`src/rtl/cdsub_pkg.sv`:
```
package cdsub_pkg;
  localparam int WORD_W_DEF  = 32;
  localparam int FRAME_DEF   = 98;
  localparam int PAYLOAD_DEF = 7;
  localparam int ZRUN_DEF    = 11;

  typedef enum logic [1:0] {
    SYM_NONE = 2'd0,
    SYM_DATA = 2'd1,
    SYM_ZERO = 2'd2
  } sym_kind_e;
endpackage

```
`src/rtl/cdsub_bit_packer.sv`:
```
module cdsub_bit_packer #(
  parameter int W = 32
) (
  input  logic         clk,
  input  logic         rst_n,
  input  logic         push,
  input  logic         restart,
  input  logic         din,
  output logic [W-1:0] word,
  output logic         word_vld
);
  localparam int CW = $clog2(W);

  logic [W-1:0]  sh;
  logic [CW-1:0] fill;
  logic [W-1:0]  nxt;

  assign nxt = {sh[W-2:0], din};

  always_ff @(posedge clk) begin
    if (!rst_n) begin
      sh       <= '0;
      fill     <= '0;
      word     <= '0;
      word_vld <= 1'b0;
    end else begin
      word_vld <= 1'b0;
      if (restart) begin
        fill <= push ? CW'(1) : '0;
        if (push) sh <= {{(W-1){1'b0}}, din};
      end else if (push) begin
        sh <= nxt;
        if (fill == CW'(W-1)) begin
          word     <= nxt;
          word_vld <= 1'b1;
          fill     <= '0;
        end else begin
          fill <= fill + 1'b1;
        end
      end
    end
  end


  word_needs_push_chk: assert property (@(posedge clk) disable iff (!rst_n)
    word_vld |-> $past(push));

  word_hold_chk: assert property (@(posedge clk) disable iff (!rst_n)
    !word_vld |-> $stable(word));
endmodule

```
`src/rtl/cdsub_sym_parser.sv`:
```
module cdsub_sym_parser
  import cdsub_pkg::*;
#(
  parameter int PAYLOAD = 7,
  parameter int ZRUN    = 11
) (
  input  logic      clk,
  input  logic      rst_n,
  input  logic      en,
  input  logic      bit_v,
  input  logic      bit_d,
  output sym_kind_e sym,
  output logic      sym_q
);
  localparam int PW = $clog2(PAYLOAD + 1);
  localparam int ZW = $clog2(ZRUN);

  logic [PW-1:0] pos;
  logic [ZW-1:0] zc;
  logic          q_hold;

  always_comb begin
    sym = SYM_NONE;
    if (en && bit_v) begin
      if (pos == PW'(PAYLOAD))                           sym = SYM_DATA;
      else if (pos == '0 && !bit_d && zc == ZW'(ZRUN-1)) sym = SYM_ZERO;
    end
  end

  assign sym_q = (pos == PW'(1)) ? bit_d : q_hold;

  always_ff @(posedge clk) begin
    if (!rst_n || !en) begin
      pos    <= '0;
      zc     <= '0;
      q_hold <= 1'b0;
    end else if (bit_v) begin
      if (pos != '0) begin
        if (pos == PW'(1)) q_hold <= bit_d;
        pos <= (pos == PW'(PAYLOAD)) ? '0 : pos + 1'b1;
        zc  <= '0;
      end else if (bit_d) begin
        pos <= PW'(1);
        zc  <= '0;
      end else begin
        zc <= (zc == ZW'(ZRUN-1)) ? '0 : zc + 1'b1;
      end
    end
  end


  parse_idle_off_chk: assert property (@(posedge clk) disable iff (!rst_n)
    !en |=> (pos == '0 && zc == '0));
endmodule

```
`src/rtl/cdsub_sync_track.sv`:
```
module cdsub_sync_track
  import cdsub_pkg::*;
#(
  parameter int FRAME = 98
) (
  input  logic      clk,
  input  logic      rst_n,
  input  logic      en,
  input  sym_kind_e sym,
  input  logic      err_clr,
  output logic      sync_ev,
  output logic      frame_sync,
  output logic      len_err
);
  localparam int CNTW   = $clog2(FRAME + 2);
  localparam int DATA_N = FRAME - 2;

  logic [CNTW-1:0] cnt, dcnt, cnt_n;
  logic [2:0]      hist;
  logic            have, done, is_d, pat, fly, bad;

  always_comb begin
    done    = (sym != SYM_NONE);
    is_d    = (sym == SYM_DATA);
    cnt_n   = cnt + 1'b1;
    pat     = is_d && (hist == 3'b100);
    fly     = have && done && !pat && (cnt_n == CNTW'(FRAME));
    sync_ev = pat || fly;
    bad     = have && ((pat && (cnt_n != CNTW'(FRAME) || dcnt != CNTW'(DATA_N))) || fly);
  end

  always_ff @(posedge clk) begin
    if (!rst_n || !en) begin
      cnt        <= '0;
      dcnt       <= '0;
      hist       <= '0;
      have       <= 1'b0;
      frame_sync <= 1'b0;
    end else begin
      frame_sync <= sync_ev;
      if (done) begin
        hist <= {hist[1:0], is_d};
        if (sync_ev) begin
          cnt  <= '0;
          dcnt <= is_d ? CNTW'(1) : '0;
          have <= 1'b1;
        end else begin
          if (cnt != CNTW'(FRAME)) cnt <= cnt_n;
          if (is_d && dcnt != CNTW'(FRAME)) dcnt <= dcnt + 1'b1;
        end
      end
    end
  end

  always_ff @(posedge clk) begin
    if (!rst_n)       len_err <= 1'b0;
    else if (bad)     len_err <= 1'b1;
    else if (err_clr) len_err <= 1'b0;
  end


  err_with_sync_chk: assert property (@(posedge clk) disable iff (!rst_n)
    $rose(len_err) |-> frame_sync);

  clear_works_chk: assert property (@(posedge clk) disable iff (!rst_n)
    err_clr |=> (!len_err || frame_sync));

  sym_cnt_bound_chk: assert property (@(posedge clk) disable iff (!rst_n)
    cnt <= CNTW'(FRAME));
endmodule

```
`src/rtl/cdsub_sync_rx.sv`:
```
module cdsub_sync_rx
  import cdsub_pkg::*;
#(
  parameter int WORD_W  = WORD_W_DEF,
  parameter int FRAME   = FRAME_DEF,
  parameter int PAYLOAD = PAYLOAD_DEF,
  parameter int ZRUN    = ZRUN_DEF
) (
  input  logic              clk,
  input  logic              rst_n,
  input  logic              sync_en,
  input  logic              err_clr,
  input  logic              in_valid,
  output logic              in_ready,
  input  logic              in_bit,
  output logic [WORD_W-1:0] user_word,
  output logic              user_word_vld,
  output logic [WORD_W-1:0] q_word,
  output logic              q_word_vld,
  output logic              frame_sync,
  output logic              len_err
);
  logic      take, sym_q, sync_ev;
  sym_kind_e sym;

  always_ff @(posedge clk) begin
    if (!rst_n) in_ready <= 1'b0;
    else        in_ready <= 1'b1;
  end

  assign take = in_valid && in_ready;

  cdsub_bit_packer #(.W(WORD_W)) u_user (
    .clk(clk), .rst_n(rst_n), .push(take), .restart(1'b0), .din(in_bit),
    .word(user_word), .word_vld(user_word_vld));

  cdsub_sym_parser #(.PAYLOAD(PAYLOAD), .ZRUN(ZRUN)) u_parse (
    .clk(clk), .rst_n(rst_n), .en(sync_en), .bit_v(take), .bit_d(in_bit),
    .sym(sym), .sym_q(sym_q));

  cdsub_sync_track #(.FRAME(FRAME)) u_track (
    .clk(clk), .rst_n(rst_n), .en(sync_en), .sym(sym), .err_clr(err_clr),
    .sync_ev(sync_ev), .frame_sync(frame_sync), .len_err(len_err));

  cdsub_bit_packer #(.W(WORD_W)) u_q (
    .clk(clk), .rst_n(rst_n), .push(sym == SYM_DATA), .restart(sync_ev), .din(sym_q),
    .word(q_word), .word_vld(q_word_vld));


  q_mode_chk: assert property (@(posedge clk) disable iff (!rst_n)
    q_word_vld |-> $past(sync_en));

  sync_off_chk: assert property (@(posedge clk) disable iff (!rst_n)
    !sync_en |=> (!frame_sync && !q_word_vld));
endmodule

```
`config.mk`:
```
export PLATFORM = sky130hd
export DESIGN_NAME = cdsub_sync_rx
export DESIGN_NICKNAME = d
export VERILOG_FILES = /design/src/rtl/cdsub_pkg.sv /design/src/rtl/cdsub_bit_packer.sv /design/src/rtl/cdsub_sym_parser.sv /design/src/rtl/cdsub_sync_track.sv /design/src/rtl/cdsub_sync_rx.sv
export SDC_FILE = /design/constraint.sdc
export NUM_CORES = 1
export LEC_CHECK = 0
export BUFFER_PORTS_ARGS = -buffer_cell sky130_fd_sc_hd__buf_4
export CAP_MARGIN = 25
export CELL_PAD_IN_SITES_DETAIL_PLACEMENT = 1
export CELL_PAD_IN_SITES_GLOBAL_PLACEMENT = 2
export CORE_MARGIN = 2
export CORE_UTILIZATION = 39
export CTS_BUF_LIST = sky130_fd_sc_hd__clkbuf_16
export DETAILED_ROUTE_END_ITERATION = 12
export GPL_ROUTABILITY_DRIVEN = 0
export PLACE_DENSITY_LB_ADDON = 0.3
export SYNTH_ARGS = -nofsm -noshare
export SYNTH_HDL_FRONTEND = slang
export SYNTH_HIERARCHICAL = 1
export SYNTH_SLANG_ARGS = --single-unit
```
`constraint.sdc`:
```
create_clock -name clk -period 9.7 [get_ports clk]
set_input_delay 0.97 -clock clk [delete_from_list [all_inputs] [get_ports clk]]
set_output_delay 0.97 -clock clk [all_outputs]
set_load 0.01 [all_outputs]
```
==> metrics.txt <==
status=complete, no violations; Post-Syn Area per Cell=9.466 sq um; register area share after synthesis=0.4919; grt ovf=0; RR Endpoint=u_q/word[12]$_SDFFE_PN0P_; Max Slew Vio Count=0; R2R Setup Slk=5.85 ns; DIE AREA=18500 sq um; Sw Share=0.2070; DIE WIDTH=136.0 um; setup_tns=0 ns; Simple-Gate Fraction of Synth Area=0.1885; Seq cells post-synth=167; DP HPWL=9981 um; slew margin rel.=0.4631; final clock skew=0.01117 ns; RSZ-0062 raised after global routing=no; Initial Util=0.3957; crit path capture=u_q/word[12]$_SDFFE_PN0P_; Ys Warns=6; main combinational cell family by area after synthesis=simple AND/OR/NAND/NOR gates; CP Launch Type=input pin; endpoints failing setup=0; DR pass1 iterations=4; nature of the critical path endpoint=flop; EDFF count, synth=0; post-synthesis cell area=6797 sq um; hold buffer count at cts=0; ys async rst share=0; Clk pwr share=0.479; core box area=17180 sq um; Resized cells post-CTS=0; Max-cap violations=0; initial antenna violation count=0; post-CTS setup repair buffer count=0; DRT iter0 DRCs=210; Total GRT Usage=0.1705; Worst EP required=10.06 ns; post-synthesis adder-cell area fraction=0.02946; CP Launch Point=in_valid; vias in the first global route=5179; dominant synthesized flop cell=dfxtp_1; hold crit path type=reg -> reg; Int Power=1.090 mW; worst r2r path cells=11; largest net degree at the start of global routing=84; Static Leak=3.125 nW; H-tree lvl count=4; most common cell after layout, fill and taps aside=dfxtp_1; Synth area leader=dfxtp_1; Avg WL per Cell=15.10 um; Max clock buf depth=2; clock-pin slew on the worst setup and hold paths=0.06 ns; Peak VDD IR=0.0001220 V; slew at the pin closest to its max-slew limit=0.8035 ns; Die Ht=136.0 um; worst path arrival time=4.51 ns; post-layout min period=4.153 ns; area share of the largest cell type after synthesis=0.4919; TritonCTS clock tree=done; antenna-violating nets left=0; layout cell share with drive strength beyond 1=0.1590; largest fanout on the critical path=83; clk_lat worst skew=0.42 ns; Std-Cell Rows=48; Root Driver=clkbuf_16; xor and xnor area share after synthesis=0.01804; count of buffers from port buffering=74; Vias/cell=5.087; Synth Instances=718; DR vias=5143; DRC=0; ANT cells=0; Ports=75; most frequent cells in the layout=dfxtp_1, buf_4, nand2_1, inv_1; RR Startpoint=in_ready$_DFF_P_; post-synthesis compound-gate area fraction=0.1824; kind of critical path=in -> reg; Tcrit/Tclk final=0.4282; Peak Freq=0.2408 GHz; Overall Power=1.374 mW; CTS Sinks=167; Comb pwr share=0.020; final hold vios=0; number of fill cells=1970; mux share of post-synthesis cell area=0.01197; Detailed Route WL=15270 um; Switch Pwr=0.2845 mW; CTS buffer count=17; Synth area leaders=dfxtp_1, a22o_1, and2_1; NumNets Final=797; Flop pwr share=0.500; Synth-to-Final Area Change=17.49%; count of cell types in the netlist=57; Power per Cell Area=172.1 nW/um^2; first-pass GRT wire length=25250 um
synthesized netlist by cell type, types with 10 or more instances:
cell type and count:
dfxtp_1 167, nand2_1 77, inv_1 69, and2_1 65
a22o_1 64, o22ai_1 62, nor2_1 25, buf_2 17
ha_1 16, clkbuf_1 15, a21oi_1 12, nand4_1 10
xor2_1 10
area by class of cell:
type | count | area, sq um | share of cell area
flip-flops and latches | 167 | 3343 | 0.4187
multi-input cells | 442 | 2953 | 0.3698
repair buffers | 78 | 583.1 | 0.07302
clock buffers | 17 | 425.4 | 0.05327
well taps | 225 | 281.5 | 0.03526
inverters | 69 | 259.0 | 0.03243
clock inverters | 13 | 140.1 | 0.01755
cell families after synthesis:
logic type | after synthesis
compound gates | 164
xor+xnor | 14
buf+inv | 114
flops | 167
fa+ha+maj | 16
simple gates | 234
mux | 8
other cells | 1
critical path, stage by stage:
cell and delay [ns]:
buf_4 0.07, and2_2 0.12, buf_4 0.60, nand2_1 0.12, nor4_1 0.46, nor2b_1 0.23
and2_1 0.24, o21bai_2 0.19, buf_4 0.25, nand2b_1 0.28, nor2_4 0.67, a22o_1 0.24
state kept, by name (all words and copies together) (netlist names):
signal / cells
u_track/have: 1
u_q/fill: 5
u_track/dcnt: 7
u_parse/pos: 3
u_user/fill: 5
u_track/hist: 3
u_track/frame_sync: 1
u_user/sh: 31
u_q/word: 32
u_parse/q_hold: 1
in_ready: 1
u_q/word_vld: 1
u_user/word: 32
u_track/len_err: 1
u_user/word_vld: 1
u_q/sh: 31
u_track/cnt: 7
u_parse/zc: 4
metrics by stage:
stage / cells / setup WS [ns] / area [sq um] / hold WS, ns / util
after floorplan: 723 / 5.873 / 6815 / 0.4270 / -
after global placement: 980 / 4.713 / 7415 / 0.4368 / 0.4317
after detailed placement: 980 / 4.498 / 7415 / 0.4556 / 0.4317
after CTS: 1010 / 4.892 / 7980 / 0.4671 / 0.4646
after global routing: 1011 / 5.242 / 7985 / 0.4922 / 0.4649
final: 1011 / 5.547 / 7985 / 0.4673 / 0.4649
worst min-delay path by stage:
stage	startpoint	end	depth (start not counted)
final	u_track/hist[2]$_SDFFE_PP0N_	u_track/hist[2]$_SDFFE_PP0N_	2
after global placement	u_track/hist[2]$_SDFFE_PP0N_	u_track/hist[2]$_SDFFE_PP0N_	2
after floorplan	u_track/hist[2]$_SDFFE_PP0N_	u_track/hist[2]$_SDFFE_PP0N_	2
after CTS	u_track/hist[2]$_SDFFE_PP0N_	u_track/hist[2]$_SDFFE_PP0N_	2
after detailed placement	u_track/hist[2]$_SDFFE_PP0N_	u_track/hist[2]$_SDFFE_PP0N_	2
after global routing	u_user/word[22]$_SDFFE_PN0P_	u_user/word[22]$_SDFFE_PN0P_	1
layer usage:
layer / share of wire / global-route usage
met5: 0 / 0
met4: 0.010 / 0.05035
met3: 0.035 / 0.03952
met2: 0.49 / 0.2962
met1: 0.46 / 0.2098
power by group through the flow:
| stage | registers (mW) | clock network [mW] | logic (mW) |
|---|---|---|---|
| 3_3_place_gp | 0.703 | 0 | 0.0273 |
| 6_report | 0.688 | 0.659 | 0.0281 |
| 5_1_grt | 0.687 | 0.707 | 0.0318 |
| 3_5_place_dp | 0.703 | 0 | 0.0279 |
| 2_1_floorplan | 0.703 | 0 | 0.0233 |
| 4_1_cts | 0.688 | 0.676 | 0.0280 |
Note: power is estimated with default switching activity, not from simulation.
